`config.mk`:
```
export PLATFORM = sky130hd
export DESIGN_NAME = keyscan_encoder
export DESIGN_NICKNAME = d
export VERILOG_FILES = /design/src/rtl/keyscan_encoder.sv
export SDC_FILE = /design/constraint.sdc
export NUM_CORES = 1
export LEC_CHECK = 0
export BUFFER_PORTS_ARGS = -buffer_cell sky130_fd_sc_hd__buf_2
export CAP_MARGIN = 20
export CORE_UTILIZATION = 48
export DETAILED_ROUTE_END_ITERATION = 10
export GPL_TIMING_DRIVEN = 1
export HOLD_SLACK_MARGIN = 0.03
export PLACE_DENSITY = 0.82
export SLEW_MARGIN = 20
export SYNTH_ARGS = -nofsm -noshare
export SYNTH_HDL_FRONTEND = slang
export SYNTH_SLANG_ARGS = --single-unit
```
`constraint.sdc`:
```
create_clock -name clk -period 4.8 [get_ports clk]
set_input_delay 0.24 -clock clk [delete_from_list [all_inputs] [get_ports clk]]
set_output_delay 0.24 -clock clk [all_outputs]
set_load 0.01 [all_outputs]
```
`src/rtl/keyscan_encoder.sv`:
```
module keyscan_encoder #(
  parameter int KEYS = 30,
  parameter int AW   = 5
) (
  input  logic            clk,
  input  logic            rst_n,
  input  logic [KEYS-1:0] touch,
  input  logic            rnd_pad,
  output logic [AW-1:0]   note,
  output logic            key_down,
  output logic            env_trig,
  output logic            skip_hit
);
  localparam int SW   = AW - 1;
  localparam int BANK = 1 << SW;

  logic [AW-1:0]   addr;
  logic            hit;
  logic [BANK-1:0] bank_lo, bank_hi;
  logic            sel, grab, wrap;

  for (genvar p = 0; p < BANK; p++) begin : g_pos
    if (p < KEYS) begin : g_lo_key
      assign bank_lo[p] = touch[KEYS-1-p];
    end else begin : g_lo_nc
      assign bank_lo[p] = 1'b0;
    end
    if (p + BANK < KEYS) begin : g_hi_key
      assign bank_hi[p] = touch[KEYS-1-BANK-p];
    end else begin : g_hi_nc
      assign bank_hi[p] = 1'b0;
    end
  end

  assign sel      = addr[AW-1] ? bank_hi[addr[SW-1:0]] : bank_lo[addr[SW-1:0]];
  assign grab     = (sel | rnd_pad) & ~hit;
  assign wrap     = &addr;
  assign skip_hit = &note;

  always_ff @(posedge clk) begin
    if (!rst_n) begin
      addr     <= '0;
      hit      <= 1'b0;
      note     <= '0;
      key_down <= 1'b0;
      env_trig <= 1'b0;
    end else begin
      addr     <= addr + AW'(1);
      env_trig <= wrap & ~key_down & (hit | grab);
      if (grab) note <= addr;
      if (wrap) begin
        key_down <= hit | grab;
        hit      <= 1'b0;
      end else if (grab) begin
        hit <= 1'b1;
      end
    end
  end
endmodule

```
After elaboration in Yosys (flattened, before gate mapping)
Index checks and enable logic that the tools add are counted.

Register bits after elaboration: 13. Input port bits: 33. Output and inout port bits: 8. Word-level logic and storage cells: 23.

Add/subtract/negate cells: 1. Order comparisons: 1. Muxes and demuxes: 5. Bitwise gates (word level): 8. Reduce and logical (&&, ||, !) cells: 3.

Operators by type and width (count): AND reduction 5 bit (2); binary-select mux 1 bit (select 4 bit) (2); adder 5 x 1 -> 5 bit (second input constant) (1); less-than comparator 4 x 5 -> 1 bit (second input constant) (1); bitwise AND 1 bit (3); 2-to-1 mux 1 bit (3); NOT 1 bit (3); OR 1 bit (2); OR reduction 2 bit (1).

Longest topological paths before layout
Gate-level depths: netlist of run 1.

Word-level depth: 7. Gate-level depth with buffers: 8. Depth with buffers taken out: 6.

Worst setup path before layout of run 1
Ideal clock, no wire load.

Path type: register -> register. From: reg addr[1]. To: reg note[4]. Setup time: 116 ps. Arrival: 1602 ps. Required time: 4684 ps. Setup slack: 3083 ps. Cell stages (with the launch flop): 8. Buffers on the path: 1. Period minus slack after synthesis: 1717 ps. Cell sequence: dfxtp_1 > buf_2 > mux2i_1 > o21ai_0 > o31a_1 > a2bb2oi_4 > and4b_1 > a31o_1.

Word-level cells in the longest chain between the ends: 5.

RTL lines: start, declared (RTL line 17) `logic [AW-1:0] addr;`; start signal, assigned (RTL line 48) `addr <= addr + AW'(1);`; binary-select mux 1 bit (select 4 bit) (RTL line 35) `assign sel = addr[AW-1] ? bank_hi[addr[SW-1:0]] : bank_lo[addr[SW-1:0]];`; 2-to-1 mux 1 bit (not written as such) (RTL line 35); 2-to-1 mux 1 bit (*) (RTL line 35); OR 1 bit (*) (RTL line 36) `assign grab = (sel | rnd_pad) & ~hit;`; bitwise AND 1 bit (*) (RTL line 36); end signal, assigned (RTL line 50) `if (grab) note <= addr;`; end, declared (RTL line 9) `output logic [AW-1:0] note,`.

Mark *: on every way between the ends. The rest lies on a longest branch, timed or not. The select of a mux whose other input is x is not followed. A chain may end at the register's enable or synchronous reset.

Worst setup path in the final report of run 1
From: reg addr[2]. To: reg note[4].

The elaborated chain is that of the path after synthesis.

==> results of run 1 <==
[layout by cell type, fill, tap and decap left out]
master and instances:
a22oi_1 2, a21oi_1 1, o31a_1 1, o21bai_4 1, mux4_2 1, o21ai_2 1, nor2b_1 4, clkbuf_1 1
and4b_1 1, nand4b_1 1, dfxtp_1 13, xor2_1 1, nor4bb_2 1, nand2b_1 1, mux2i_1 19, and2_1 4
nand2_1 10, nand3_1 4, nor3b_1 1, buf_2 40, nor2_1 3, xnor2_1 1, a211oi_1 1, o21ai_0 2
a31o_1 1, ha_1 2, a2bb2oi_4 1, nor3_2 1, clkbuf_4 3, nor3_1 1, and3_1 2
[cell type report]
| class | instances | area (µm²) | share of cell area |
|---|---|---|---|
| clock buffers | 4 | 26.3 | 0.0244 |
| multi-input cells | 69 | 559 | 0.520 |
| flip-flops and latches | 13 | 260 | 0.242 |
| well taps | 24 | 30.0 | 0.0279 |
| repair buffers | 40 | 200 | 0.186 |
[logic make-up (layout without fill, tap and decap cells)]
family          after synthesis  in the layout  synth area share
simple gates                 34             34             0.226
mux                          20             20             0.247
flops                        13             13             0.302
compound gates               11             11             0.126
buf+inv                       6             44            0.0493
fa+ha+maj                     2              2            0.0290
xor+xnor                      2              2            0.0203
[power breakdown]
part	total, µW	internal [µW]	switching [µW]	leakage [µW]
Sequential	124	112	11.5	0.000106
Clock	68.9	32.3	36.7	0.0000150
Combinational	58.2	33.8	24.4	0.000379
[stage by stage]
stage | power, µW | setup slack [ns] | hold slack, ns
after floorplan | 167 | 3.08 | 0.494
after global placement | 182 | 2.74 | 0.441
after detailed placement | 185 | 2.61 | 0.447
after CTS | 252 | 2.62 | 0.339
after global routing | 263 | 2.50 | 0.364
final | 251 | 2.62 | 0.338
[flip-flops by register name, indices dropped and copies added, names as in the netlist]
register / cells
env_trig: 1
addr: 5
hit: 1
key_down: 1
note: 5
[tightest hold or removal path, delay by kind of cell]
family / cells / cell delay, ns
buf+inv: 1 / 0.19
compound gates: 2 / 0.15
[final timing paths]
kind / from / end / cells past startpoint
hold / removal: rst_n / key_down / 3
setup / recovery: addr[2] / note[4] / 5
setup reg to reg: addr[2] / note[4] / 5
hold reg to reg: key_down / env_trig / 1
[layer usage]
layer,global-route usage,routed length (µm),vias to the layer above
met3,0.0367,115,5
met5,0,0,-
met1,0.241,854,362
li1,-,-,392
met2,0.374,924,31
met4,0.109,38,0
==> impl_metrics.tcl, run 1 <==
set metrics [dict create \
    hp-class "input port to flip-flop" \
    wire_per_inst_um 12.9 \
    ys.flop_type "dfxtp_1" \
    cts_tree "built" \
    clk_latency_ns 0.28 \
    final_nets 162 \
    synth_top_cell_by_area "dfxtp_1" \
    worst_slew_pin_slew_ns 0.708 \
    dp.cells 146 \
    finalCritPeriodShare 0.454 \
    diodes 0 \
    port_buffers 40 \
    dieHeight_um 44.4 \
    num_rows 14 \
    critPathKind "flip-flop to flip-flop" \
    clock_path_buffers 2 \
    async_reset_ff_frac 0 \
    wl_um 1930 \
    rsz0062_at_grt "false" \
    tns_ns 0 \
    dr.pass1.iters 4 \
    cts_hold_buffers 0 \
    routabilityCongestion 0.800 \
    fillers 152 \
    cp-end-kind "flip-flop" \
    cts.sinks 13 \
    cts_resized 0 \
    worstPathCellList "mux2i_1 -> mux4_2 -> a2bb2oi_4 -> o21bai_4 -> a31o_1" \
    start_kind "flip-flop" \
    root_buffer "clkbuf_4" \
    yosysUniqueCellTypes 32 \
    htree_levels 1 \
    vias 790 \
    cp_max_fo 16 \
    io_pins 41 \
    worst_ep_required_time_ns 4.98 \
    relSlewSlack 0.527 \
    crit_family "flip-flops" \
    postSynthCellCount 88 \
    clock_skew_ns 0.00503 \
    post-dp-hpwl_um 1460 \
    crit_buf_inv 0 \
    core-area_um2 1590 \
    synthTopCellsByArea "dfxtp_1 30%, mux2i_1 22%, nand2_1 4.4%" \
    synthesis.nets 123 \
    final_cell_area_um2 1080 \
    fin_cells 150 \
    avgSynthCellArea_um2 9.80 \
    arrival_ns 2.36 \
    slew_violations 0 \
    antenna_found_initial 0 \
    final_util 0.675 \
    grt_overflow 0 \
    drtAntennaViolNets 0 \
    grt_util_all_layers 0.211 \
    numCtsBuffers 3 \
    synth_edf_count 0 \
    place_area_um2 1050 \
    die_w_um 44.4 \
    initial_core_util 0.541 \
    ys_warn_count 0 \
    timing_hold_violations_final 0 \
    peakVddDrop_uv 154 \
    drcViolationCount 0 \
    drive_gt1_frac 0.389 \
    dieArea_um2 1970 \
    synth_most_common_cell "mux2i_1" \
    powerDensity_nw_per_um2 233 \
    grt_max_degree 19 \
    syn_area_um2 862 \
    setup_viol 0 \
    syn_to_final_growth_pct 24.8 \
    synthTopCellsByCount "19 x mux2i_1, 13 x dfxtp_1, 10 x nand2_1" \
    seq_area_frac_synth 0.302 \
    ys_ff_latch 13 \
    drt_iter0_markers 13 \
    reg2reg_slack_ns 2.62 \
    leakage_uw 0.000499 \
    slowest_delay_ns 0.78 \
    synth_top_area_frac 0.302 \
    grt_pass1_vias 694 \
    grt_pass1_wl_um 2980 \
    viasPerCell 5.27 \
    clk_pin_slew_worst_paths_ns 0.08 \
    status "completed" \
    cts_setup_buffers 0 \
    cap_violations 0 \
    finalCriticalPeriod_ns 2.18 \
    critical-path-slowest-cell "dfxtp_1" \
    fmax_mhz 459 \
]
Note: power is estimated with default switching activity, not from simulation.
==> inputs of run 2 (changes only) <==
--- a/config.mk
+++ b/config.mk
@@ -7,11 +7,11 @@
 export LEC_CHECK = 0
 export BUFFER_PORTS_ARGS = -buffer_cell sky130_fd_sc_hd__buf_2
 export CAP_MARGIN = 20
-export CORE_UTILIZATION = 48
+export CORE_UTILIZATION = 41
 export DETAILED_ROUTE_END_ITERATION = 10
 export GPL_TIMING_DRIVEN = 1
 export HOLD_SLACK_MARGIN = 0.03
-export PLACE_DENSITY = 0.82
+export PLACE_DENSITY = 0.75
 export SLEW_MARGIN = 20
 export SYNTH_ARGS = -nofsm -noshare
 export SYNTH_HDL_FRONTEND = slang
==> constraint.sdc (replaced) <==
create_clock -name clk -period 2 [get_ports clk]
set_input_delay 0.1 -clock clk [delete_from_list [all_inputs] [get_ports clk]]
set_output_delay 0.1 -clock clk [all_outputs]
set_load 0.01 [all_outputs]
==> run 2 against run 1 <==
Compared with the run above: die area rose by 16%; worst setup slack got worse by 2.4 ns; largest cell class unchanged; maximum frequency rose by 21%; clock skew rose by 0.0026 ns; final area rose by 2.7%; sequential cell count did not move; critical endpoint unchanged; critical path depth rose by 2; largest power group unchanged; clock-buffer cell count did not move; worst hold slack got worse by 0.16 ns; register-to-register slack got worse by 2.4 ns; first-iteration DRC count fell by 23%.
==> impl_metrics.tcl, run 2 (synthesized netlist as in run 1, its figures left out) <==
set metrics [dict create \
    status "completed" \
    crit_path_end "note[4]" \
    antenna_found_initial 0 \
    timing_hold_violations_final 0 \
    num_rows 16 \
    drt_iter0_markers 10 \
    post-dp-hpwl_um 1450 \
    routabilityCongestion 0.773 \
    worst_ep_required_time_ns 2.18 \
    dieHeight_um 47.9 \
    drtAntennaViolNets 0 \
    grt_pass1_wl_um 2540 \
    port_buffers 40 \
    clock_path_buffers 2 \
    critPathKind "flip-flop to flip-flop" \
    diodes 0 \
    arrival_ns 1.98 \
    final_nets 165 \
    clk_pin_slew_worst_paths_ns 0.08 \
    clk_latency_ns 0.28 \
    crit_start "addr[0]" \
    final_cell_area_um2 1100 \
    slew_violations 0 \
    htree_levels 1 \
    grt_pass1_vias 656 \
    grt_max_degree 19 \
    critical_path_depth 7 \
    dieArea_um2 2290 \
    syn_to_final_growth_pct 28.2 \
    fmax_mhz 556 \
    total_power_uw 607 \
    grt_util_all_layers 0.162 \
    cap_violations 0 \
    drcViolationCount 0 \
    slowest_delay_ns 0.52 \
    wl_met3_um 131 \
    place_area_um2 1080 \
    wl_um 1840 \
    cts_tree "built" \
    reg2reg_slack_ns 0.20 \
    worst_slew_pin_slew_ns 0.331 \
    start_kind "flip-flop" \
    viasPerCell 4.99 \
    critical-path-slowest-cell "dfxtp_1" \
    initial_core_util 0.439 \
    crit_family "compound AO/OA/AOI/OAI gates" \
    die_w_um 47.9 \
    hold_slack_ns 0.182 \
    cts.sinks 13 \
    powerDensity_nw_per_um2 549 \
    relSlewSlack 0.779 \
    leakage_uw 0.000516 \
    final_common_cell "buf_2" \
    root_buffer "clkbuf_4" \
    r2r-end "note[4]" \
    numCtsBuffers 3 \
    reg2reg_depth 7 \
    cp_max_fo 9 \
    timing.rr.start "addr[0]" \
    wire_per_inst_um 11.8 \
    core-area_um2 1960 \
    m1WireLength_um 812 \
    finalCritPeriodShare 0.899 \
    crit_buf_inv 1 \
    setup_viol 0 \
    io_pins 41 \
    layout_common_cells "40 x buf_2, 19 x mux2i_1, 11 x dfxtp_1, 10 x nand2_1" \
    drive_gt1_frac 0.419 \
    finalCriticalPeriod_ns 1.80 \
    worstPathCellList "buf_4 -> nor2b_1 -> a22oi_1 -> nand4b_1 -> o21ai_2 -> o21bai_4 -> a31o_1" \
    highest_layer "met4" \
    dr_wl_met2_um 869 \
    vias 778 \
    peakVddDrop_uv 371 \
    hp-class "input port to flip-flop" \
    grt_overflow 0 \
    dr.pass1.iters 4 \
    clock_skew_ns 0.00760 \
    rsz0062_at_grt "false" \
    cp-end-kind "flip-flop" \
    tns_ns 0 \
    reg.largest.list "addr: 5 flops, note: 5 flops" \
]
run 2: changes by cell type in the layout (fill, tap and decap cells not counted), sizes merged:
cell,before,now
buf,40,43
run 2: worst min path at each step:
stage / startpoint / depth (start not counted) / to
floorplan: env_trig / 0 / env_trig
global placement: key_down / 1 / env_trig
detailed placement: key_down / 1 / env_trig
CTS: rst_n / 3 / key_down
global route: rst_n / 3 / key_down
finish: rst_n / 3 / key_down
run 2: cell type report:
cell class                 count  area, µm²
clock buffer                   4       26.3
tap                           27       33.8
fill                         194        857
timing repair buffer          43        223
sequential                    13        263
multi-input combinational     69        559
run 2: metrics by stage:
stage          setup slack, ns  std cells   util
5_1_grt                 0.0700        156  0.563
6_report                 0.201        156  0.563
3_3_place_gp             0.132        152  0.548
2_1_floorplan            0.283         88      -
3_5_place_dp            0.0434        152  0.548
4_1_cts                 0.0299        156  0.562
run 2: metal layers:
| metal | track usage | vias up |
|---|---|---|
| li1 | - | 400 |
| met1 | 0.163 | 345 |
| met2 | 0.305 | 29 |
| met3 | 0.0377 | 4 |
| met4 | 0.0833 | 0 |
| met5 | 0 | - |
run 2: worst register-to-register path, cell delays in order, from the launching register on:
cell,delay [ns]
dfxtp_1,0.52
buf_4,0.24
nor2b_1,0.08
a22oi_1,0.17
nand4b_1,0.13
o21ai_2,0.22
o21bai_4,0.12
a31o_1,0.22
run 2: timing repair:
item                                    in CTS  in global routing
buffers inserted                             0                  0
hold buffers                                 0                  0
gates resized for setup                      0                  2
endpoints found under the setup margin       0                  8
hold endpoints to repair                     0                  0
run 2: report_power, final:
part	leakage (µW)	total [µW]	switching, µW	internal (µW)
sequential	0.000107	289	18.3	271
combinational	0.000394	153	67.6	85.4
clock	0.0000150	165	87.5	77.5
==> inputs of run 3 (changes only) <==
--- a/config.mk
+++ b/config.mk
@@ -7,11 +7,13 @@
 export LEC_CHECK = 0
 export BUFFER_PORTS_ARGS = -buffer_cell sky130_fd_sc_hd__buf_2
 export CAP_MARGIN = 20
-export CORE_UTILIZATION = 41
+export CELL_PAD_IN_SITES_DETAIL_PLACEMENT = 0
+export CELL_PAD_IN_SITES_GLOBAL_PLACEMENT = 2
+export CORE_UTILIZATION = 23
 export DETAILED_ROUTE_END_ITERATION = 10
 export GPL_TIMING_DRIVEN = 1
 export HOLD_SLACK_MARGIN = 0.03
-export PLACE_DENSITY = 0.75
+export PLACE_DENSITY_LB_ADDON = 0.1
 export SLEW_MARGIN = 20
 export SYNTH_ARGS = -nofsm -noshare
 export SYNTH_HDL_FRONTEND = slang
==> run 3 against run 2 <==
Compared with the run above: worst setup slack got worse by 0.023 ns; largest cell class unchanged; first-iteration DRC count increased by 40%; global-route usage decreased by 4.9 points; critical path depth decreased by 1; core utilization decreased by 22 points; critical endpoint unchanged.
==> impl_metrics.tcl, run 3 (synthesized netlist as in run 1, its figures left out) <==
set metrics [dict create \
    status "completed" \
    drtAntennaViolNets 0 \
    start_kind "flip-flop" \
    leakage_uw 0.000537 \
    timing.rr.start "addr[2]" \
    multi_input_area_um2 559 \
    dieHeight_um 63.2 \
    worst_ep_required_time_ns 2.14 \
    finalCritPeriodShare 0.911 \
    critPathKind "flip-flop to flip-flop" \
    drt_iter0_markers 14 \
    clock_path_buffers 2 \
    hold_depth 3 \
    wl_um 2060 \
    crit_buf_inv 1 \
    slew_violations 0 \
    crit_family "multiplexers" \
    r2r-end "note[4]" \
    cp_max_fo 14 \
    dr_wl_met2_um 916 \
    min_from "rst_n" \
    area.sequential_um2 262 \
    viasPerCell 4.44 \
    diodes 0 \
    reg2reg_depth 6 \
    root_buffer "clkbuf_8" \
    grt_max_degree 19 \
    clk_latency_ns 0.24 \
    port_buffers 40 \
    initial_core_util 0.249 \
    fillers 395 \
    worstPathCellList "buf_12 -> mux2i_1 -> mux4_2 -> a2bb2oi_4 -> o21bai_4 -> a31o_1" \
    grt_overflow 0 \
    tns_ns 0 \
    powerDensity_nw_per_um2 586 \
    wl_met3_um 131 \
    drcViolationCount 0 \
    io_pins 41 \
    num_rows 21 \
    rsz0062_at_grt "false" \
    final_nets 167 \
    reg2reg_slack_ns 0.18 \
    cp-end-kind "flip-flop" \
    reg.largest.list "addr: 5 flops, note: 5 flops" \
    core-area_um2 3470 \
    highest_layer "met4" \
    final_common_cell "buf_2" \
    slowest_delay_ns 0.50 \
    final_cell_area_um2 1170 \
    peakVddDrop_uv 332 \
    cts_tree "built" \
    hp-class "input port to flip-flop" \
    dr.pass1.iters 4 \
    antenna_found_initial 0 \
    setup_viol 0 \
    htree_levels 1 \
    cap_violations 0 \
    dieArea_um2 4000 \
    grt_pass1_wl_um 3490 \
    grt_util_all_layers 0.113 \
    arrival_ns 1.96 \
    post-dp-hpwl_um 1590 \
    timing_hold_violations_final 0 \
    relSlewSlack 0.820 \
    grt_pass1_vias 769 \
    vias 786 \
    finalCriticalPeriod_ns 1.82 \
    worst_slew_pin_slew_ns 0.270 \
    drive_gt1_frac 0.420 \
    clock_skew_ns 0.000806 \
    cts.sinks 13 \
    critical-path-slowest-cell "mux4_2" \
    syn_to_final_growth_pct 36.1 \
    clk_pin_slew_worst_paths_ns 0.05 \
    wire_per_inst_um 11.6 \
    fmax_mhz 549 \
    place_area_um2 1130 \
    die_w_um 63.2 \
    routabilityCongestion 0.687 \
    layout_common_cells "40 x buf_2, 19 x mux2i_1, 12 x dfxtp_1, 10 x nand2_1" \
    numCtsBuffers 3 \
    hold_path_end "key_down" \
    m1WireLength_um 980 \
]
run 3: changes by cell type in the layout (fill, tap and decap cells not counted), sizes merged:
| cell | previous run | this run |
|---|---|---|
| buf | 43 | 45 |
run 3: final cells by class:
class	instances	share of cell area
Multi-Input combinational cell	69	0.477
Timing Repair Buffer	45	0.213
Tap cell	46	0.0490
Clock buffer	4	0.0384
Sequential cell	13	0.223
run 3: worst min-delay path, cell delays in order:
cell and delay, ns:
buf_2 0.19, o21ai_0 0.10, a21oi_1 0.04
run 3: layer usage:
layer  global-route usage  up-vias
li1                     -      404
met1                0.137      354
met2                0.188       25
met3               0.0272        3
met4               0.0511        0
met5                    0        -
run 3: how the worst max path moves through the flow:
| stage | endpoint | depth (start not counted) | slack [ns] | startpoint |
|---|---|---|---|---|
| after floorplan | note[4] | 7 | 0.28 | addr[1] |
| after global placement | note[0] | 6 | 0.04 | addr[1] |
| after detailed placement | note[1] | 6 | 0.006 | addr[1] |
| after CTS | note[0] | 6 | 0.15 | addr[1] |
| after global routing | note[2] | 6 | 0.05 | addr[1] |
| final | note[4] | 6 | 0.18 | addr[2] |
run 3: stage by stage:
stage	setup WS (ns)	util	power [µW]	hold slack, ns	instances
floorplan	0.283	-	400	0.404	88
global placement	0.0426	0.325	460	0.442	173
detailed placement	0.00587	0.325	460	0.443	173
CTS	0.149	0.338	703	0.238	177
global route	0.0489	0.338	735	0.269	177
finish	0.178	0.338	687	0.242	177
run 3: repair_timing:
| action | 4_1_cts | 5_1_grt |
|---|---|---|
| setup endpoints to repair | 3 | 0 |
| buffers inserted | 0 | 0 |
| gates resized for setup | 1 | 0 |
| hold buffers | 0 | 0 |
run 3: where the power goes:
part | leakage (µW) | switching (µW) | internal, µW
combinational | 0.000408 | 72.1 | 91.2
sequential | 0.000106 | 16.8 | 271
clock | 0.0000228 | 95.2 | 141
total | 0.000537 | 184 | 503
